--- config.mk ---
export PLATFORM = sky130hd
export DESIGN_NAME = rx_daddr_filter
export DESIGN_NICKNAME = d
export VERILOG_FILES = /design/src/rtl/rdf_pkg.sv /design/src/rtl/rdf_byte_seq.sv /design/src/rtl/rdf_cfg_snap.sv /design/src/rtl/rdf_addr_cmp.sv /design/src/rtl/rx_daddr_filter.sv
export SDC_FILE = /design/constraint.sdc
export NUM_CORES = 1
export LEC_CHECK = 0
export CORE_MARGIN = 5
export CORE_UTILIZATION = 64
export CTS_CLUSTER_SIZE = 25
export DETAILED_ROUTE_END_ITERATION = 16
export DONT_BUFFER_PORTS = 1
export MAX_ROUTING_LAYER = met4
export PLACE_DENSITY = 0.82
export SLEW_MARGIN = 20
export SYNTH_ARGS = -nofsm -noshare
export SYNTH_HDL_FRONTEND = slang
export SYNTH_SLANG_ARGS = --single-unit
--- constraint.sdc ---
create_clock -name clk -period 2.95 [get_ports clk]
set_input_delay 0.295 -clock clk [delete_from_list [all_inputs] [get_ports clk]]
set_output_delay 0.295 -clock clk [all_outputs]
set_load 0.02 [all_outputs]
--- src/rtl/rdf_pkg.sv ---
package rdf_pkg;
  typedef enum logic [1:0] {
    ACC_NONE        = 2'd0,
    ACC_EXACT       = 2'd1,
    ACC_EXACT_BCAST = 2'd2,
    ACC_ALL         = 2'd3
  } acc_mode_e;

  localparam int unsigned DEF_ADDR_BYTES = 6;
  localparam int unsigned DEF_BYTE_W     = 8;
endpackage

--- src/rtl/rdf_byte_seq.sv ---
// Tracks position inside the destination address of the current frame.
module rdf_byte_seq #(
  parameter int unsigned ADDR_BYTES = 6,
  localparam int unsigned CNT_W = $clog2(ADDR_BYTES + 1)
) (
  input  logic             clk,
  input  logic             rst_n,
  input  logic             in_valid,
  input  logic             in_sof,
  output logic             take,
  output logic             first,
  output logic             last,
  output logic [CNT_W-1:0] idx
);
  logic [CNT_W-1:0] cnt;
  logic             mid;

  // cnt == 0: no frame seen; cnt == ADDR_BYTES: address complete
  assign mid   = (cnt != '0) && (cnt < CNT_W'(ADDR_BYTES));
  assign first = in_valid && in_sof;
  assign take  = first || (in_valid && mid);
  assign idx   = first ? '0 : cnt;
  assign last  = take && (idx == CNT_W'(ADDR_BYTES - 1));

  always_ff @(posedge clk) begin
    if (!rst_n)    cnt <= '0;
    else if (take) cnt <= idx + CNT_W'(1);
  end
endmodule

--- src/rtl/rdf_cfg_snap.sv ---
// Holds the policy and station address seen on the start-of-frame byte.
module rdf_cfg_snap #(
  parameter int unsigned ADDR_BYTES = 6,
  parameter int unsigned BYTE_W     = 8,
  localparam int unsigned ST_W = ADDR_BYTES * BYTE_W
) (
  input  logic                clk,
  input  logic                rst_n,
  input  logic                first,
  input  rdf_pkg::acc_mode_e  cfg_mode,
  input  logic [ST_W-1:0]     cfg_station,
  output rdf_pkg::acc_mode_e  eff_mode,
  output logic [ST_W-1:0]     eff_station
);
  rdf_pkg::acc_mode_e snap_mode;
  logic [ST_W-1:0]    snap_station;

  always_ff @(posedge clk) begin
    if (!rst_n) begin
      snap_mode    <= rdf_pkg::ACC_NONE;
      snap_station <= '0;
    end else if (first) begin
      snap_mode    <= cfg_mode;
      snap_station <= cfg_station;
    end
  end

  // the start byte itself sees live settings, which are the ones being captured
  assign eff_mode    = first ? cfg_mode    : snap_mode;
  assign eff_station = first ? cfg_station : snap_station;
endmodule

--- src/rtl/rdf_addr_cmp.sv ---
// Running exact-match and all-ones tests over the address bytes.
module rdf_addr_cmp #(
  parameter int unsigned ADDR_BYTES = 6,
  parameter int unsigned BYTE_W     = 8,
  localparam int unsigned ST_W  = ADDR_BYTES * BYTE_W,
  localparam int unsigned CNT_W = $clog2(ADDR_BYTES + 1)
) (
  input  logic              clk,
  input  logic              rst_n,
  input  logic              take,
  input  logic              first,
  input  logic [CNT_W-1:0]  idx,
  input  logic [BYTE_W-1:0] data,
  input  logic [ST_W-1:0]   ref_station,
  output logic              uc_final,
  output logic              bc_final
);
  logic [ADDR_BYTES-1:0] lane_hit;
  logic                  eq_sel, is_ones;
  logic                  uc_run, bc_run;

  for (genvar k = 0; k < ADDR_BYTES; k++) begin : g_lane
    assign lane_hit[k] = (idx == CNT_W'(k)) &&
                         (data == ref_station[k*BYTE_W +: BYTE_W]);
  end

  assign eq_sel   = |lane_hit;
  assign is_ones  = &data;
  assign uc_final = (first || uc_run) && eq_sel;
  assign bc_final = (first || bc_run) && is_ones;

  always_ff @(posedge clk) begin
    if (!rst_n) begin
      uc_run <= 1'b0;
      bc_run <= 1'b0;
    end else if (take) begin
      uc_run <= uc_final;
      bc_run <= bc_final;
    end
  end
endmodule

--- src/rtl/rx_daddr_filter.sv ---
module rx_daddr_filter #(
  parameter int unsigned ADDR_BYTES = rdf_pkg::DEF_ADDR_BYTES,
  parameter int unsigned BYTE_W     = rdf_pkg::DEF_BYTE_W,
  localparam int unsigned ST_W  = ADDR_BYTES * BYTE_W,
  localparam int unsigned CNT_W = $clog2(ADDR_BYTES + 1)
) (
  input  logic              clk,
  input  logic              rst_n,
  input  logic [1:0]        cfg_mode,
  input  logic [ST_W-1:0]   cfg_station,
  input  logic              in_valid,
  input  logic              in_sof,
  input  logic [BYTE_W-1:0] in_data,
  output logic              in_ready,
  output logic              dec_valid,
  output logic              dec_accept
);
  logic               take, first, last;
  logic [CNT_W-1:0]   idx;
  rdf_pkg::acc_mode_e eff_mode;
  logic [ST_W-1:0]    eff_station;
  logic               uc_final, bc_final, verdict;

  assign in_ready = 1'b1;

  rdf_byte_seq #(.ADDR_BYTES(ADDR_BYTES)) u_seq (
    .clk(clk), .rst_n(rst_n), .in_valid(in_valid), .in_sof(in_sof),
    .take(take), .first(first), .last(last), .idx(idx)
  );

  rdf_cfg_snap #(.ADDR_BYTES(ADDR_BYTES), .BYTE_W(BYTE_W)) u_snap (
    .clk(clk), .rst_n(rst_n), .first(first),
    .cfg_mode(rdf_pkg::acc_mode_e'(cfg_mode)), .cfg_station(cfg_station),
    .eff_mode(eff_mode), .eff_station(eff_station)
  );

  rdf_addr_cmp #(.ADDR_BYTES(ADDR_BYTES), .BYTE_W(BYTE_W)) u_cmp (
    .clk(clk), .rst_n(rst_n), .take(take), .first(first), .idx(idx),
    .data(in_data), .ref_station(eff_station),
    .uc_final(uc_final), .bc_final(bc_final)
  );

  always_comb begin
    unique case (eff_mode)
      rdf_pkg::ACC_NONE:        verdict = 1'b0;
      rdf_pkg::ACC_EXACT:       verdict = uc_final;
      rdf_pkg::ACC_EXACT_BCAST: verdict = uc_final || bc_final;
      rdf_pkg::ACC_ALL:         verdict = 1'b1;
      default:                  verdict = 1'b0;
    endcase
  end

  always_ff @(posedge clk) begin
    if (!rst_n) begin
      dec_valid  <= 1'b0;
      dec_accept <= 1'b0;
    end else begin
      dec_valid  <= last;
      dec_accept <= last && verdict;
    end
  end
endmodule

==> run summary <==
Mapped Cells = 424
Critical path cell sequence = and2_1 -> ha_1 -> nand4_4 -> a2111oi_4 -> a31oi_1 -> o32ai_2 -> o41ai_1 -> a21oi_1
Antenna violations before repair = 0
Number of global-route vias before repair = 2872
Startpoint Class = flip-flop
Min Tclk post-route = 2138 ps
NumNets Final = 475
CTS max path bufs = 2
Post-DP HPWL = 6.261 mm
Reg2Reg Capture Point = dec_accept$_SDFF_PN0_
Largest family of logic cells by synthesized area = simple AND/OR/NAND/NOR gates
DR vias = 2989
Worst-path maximum fanout = 4
Pint = 1.266 mW
# diodes = 0
Top post-synthesis cells by area = dfxtp_1 33%, nand2_1 8.7%, a21boi_0 7.2%, mux2i_1 5.5%, xnor2_1 4.8%
Grt total ovfl = 0
Compound-Gate Fraction of Synth Area = 0.2234
Sequential fraction of design power = 0.482
Overall die width = 83.54 um
Register bit count reported by yosys = 57
Area share of the largest cell type after synthesis = 0.3297
DR pass1 iterations = 6
Clock power share = 0.378
Largest area contributor in the netlist = dfxtp_1
Maxcap violations = 0
Rows = 26
Layout cells sized above 1 = 0.05811
Fraction of the mapped netlist area in adder cells = 0.01808
Slowest cell on the critical path = dfxtp_1
Final setup fails = 0
I/O Buffers = 0
Sequential-to-total area share from yosys stat = 0.3297
Slew margin rel. = 0.6352
Clock slew at reported path FFs = 60 ps
Final Hold Fails = 0
XOR/XNOR share of the synthesized area = 0.07592
Post-CTS Setup Bufs = 0
Hold Path Depth = 1
Max Freq = 0.4677 GHz
Die Height = 83.54 um
Switching part of the total power = 0.2676
Static Leakage = 1.315 nW
Cell variety after synth = 52
DIE AREA = 6978 um^2
Synth Flop Type = dfxtp_1
Drt wl/cell = 18.66 um
Min-Delay Path Class = primary input to flip-flop
I/O pin cnt = 65
Routed WL = 9.011 mm
Total CTS buffers = 9
WP data required = 3230 ps
Synthesized cell area = 3461 um^2
Hold Startpoint = rst_n
Reg-to-reg startpoint = u_seq.cnt[0]$_SDFFE_PN0N_
Synthesized-area fraction occupied by and/or/nand/nor cells = 0.2296
Vias per inst = 6.188
DR DRC count = 0
CP arrival = 2420 ps
Element type at the critical path end = flip-flop
Hold EP = u_seq.cnt[2]$_SDFFE_PN0N_
Gr usage total = 0.2721
Htree depth = 3
Power Density = 483.9 nW/um^2
Fill cell count = 422
Slew @ Worst Pin = 547.2 ps
Clk_skew = 4.195 ps
Mapped Avg Cell Area = 8.162 um^2
Tcrit/Tclk final = 0.7248
Flop-to-flop setup slack = 810 ps
TNS Setup = 0 ps
P_sw = 0.4627 mW
Initial Utilization = 0.6691
Pwr Total = 1.729 mW
Status = finished clean
Synth warn = 0
Final Slew Violations = 0
Clk Latency, worst-skew pair = 340 ps
Post-CTS sizing = 0
RSZ-0062 raised after global routing = false
Worst Path Buf+Inv = 0
WHS = 82.82 ps
Syn Nets = 491
R2R depth = 8
P&R area growth vs syn = 3.218%
Placer Congestion = 0.9647
Async set-reset flop share out of synthesis = 0
Post-synth EDFFs = 0
Mux contribution to synthesized area = 0.05495
Final ANT Viol Nets = 0
CP delay by family, top = compound AO/OA/AOI/OAI gates
1st-iter DRT viols = 317
Core area = 5172 um^2
Critical Path Max Stage Delay = 370 ps
First-pass GRT wire length = 14.74 mm
CTS tree = yes
Peak VDD IR = 0.3256 mV
Combinational group share of total power = 0.141
Count of hold-fix buffers inserted at cts = 0
Setup Crit Path Kind = flip-flop to flip-flop
Clock Root Buffer = clkbuf_8
Num Clock Sinks = 57
Largest net degree at the start of global routing = 57
## cell type report
class / instances / area, um^2 / share of cell area
tap: 70 / 87.58 / 0.02452
timing repair buffer: 3 / 22.52 / 0.006305
inverter: 16 / 60.06 / 0.01681
clock buffer: 13 / 158.9 / 0.04448
multi-input combinational: 321 / 2087 / 0.5842
sequential: 57 / 1141 / 0.3194
clock inverter: 3 / 15.01 / 0.004203
## power by group through the flow
stage	combinational (mW)	clock, mW	sequential (mW)
2_1_floorplan	0.234	0	0.839
3_3_place_gp	0.235	0	0.847
3_5_place_dp	0.240	0	0.848
4_1_cts	0.242	0.664	0.831
5_1_grt	0.270	0.697	0.836
6_report	0.244	0.653	0.832
## flip-flops by register name (all words and copies together), names as in the netlist
name	cells
u_snap.snap_station	48
u_seq.cnt	3
u_snap.snap_mode	2
dec_accept	1
dec_valid	1
u_cmp.bc_run	1
u_cmp.uc_run	1
## kinds of logic after synthesis
family | Yosys count
multiplexers | 19
AND/OR/NAND/NOR | 162
buffers and inverters | 46
flip-flops | 57
XOR/XNOR | 30
other | 1
AO/OA/AOI/OAI | 104
adder cells (fa/ha/maj) | 5
## cell usage after synthesis (all sizes together), types with 2 or more instances
cell type  instances
nand2             80
dfxtp             57
a21boi            33
nor2b             25
mux2i             19
xnor2             19
clkbuf            16
inv               16
o21ai             15
buf               14
nor2              11
xor2              11
a21oi             10
nand2b            10
nand4              7
o22ai              7
and3               6
nor3               6
nor4               6
a2111oi            5
ha                 5
o221ai             5
o21a               4
o2bb2ai            4
a31oi              3
and2               3
nand3              3
o211a              3
a221oi             2
o211ai             2
or2                2
or3                2
## worst max path at each step
stage | from | to | slack, ps | cells after the start
4_1_cts | u_seq.cnt[0]$_SDFFE_PN0N_ | dec_accept$_SDFF_PN0_ | 830 | 8
6_report | u_seq.cnt[0]$_SDFFE_PN0N_ | dec_accept$_SDFF_PN0_ | 810 | 8
5_1_grt | u_seq.cnt[0]$_SDFFE_PN0N_ | dec_accept$_SDFF_PN0_ | 650 | 8
3_5_place_dp | in_sof | dec_accept$_SDFF_PN0_ | 690 | 8
2_1_floorplan | in_sof | dec_accept$_SDFF_PN0_ | 420 | 12
3_3_place_gp | in_sof | dec_accept$_SDFF_PN0_ | 760 | 8
## per-stage QoR
stage | util | cell area (um^2) | setup WS, ps | std cells
3_5_place_dp | 0.6570 | 3398 | 688.4 | 467
4_1_cts | 0.6906 | 3572 | 833.4 | 483
3_3_place_gp | 0.6570 | 3398 | 760.0 | 467
5_1_grt | 0.6906 | 3572 | 646.5 | 483
6_report | 0.6906 | 3572 | 811.8 | 483
2_1_floorplan | - | 3461 | 416.4 | 424
## layer usage
metal  share of wire  vias to the layer above  track usage
met5               0                        -            -
met4           0.024                        0       0.1023
met3           0.096                       21      0.09674
met2            0.45                      136       0.4162
met1            0.43                     1398       0.3305
li1                -                     1434            -
## placed cells by master, fill, tap and decap left out, drive strengths merged, types with 3 or more instances in the layout
master   instances
a2111oi          5
a21boi          33
a21oi           10
a31oi            3
and2             3
and3             6
buf              3
clkbuf          13
clkinv           3
dfxtp           57
ha               5
inv             16
mux2i           19
nand2           80
nand2b          10
nand3            3
nand4            7
nor2            11
nor2b           25
nor3             6
nor4             6
o211a            3
o21a             4
o21ai           15
o221ai           5
o22ai            7
o2bb2ai          4
xnor2           19
xor2            11
No activity file was read; power rests on OpenSTA's default activity.
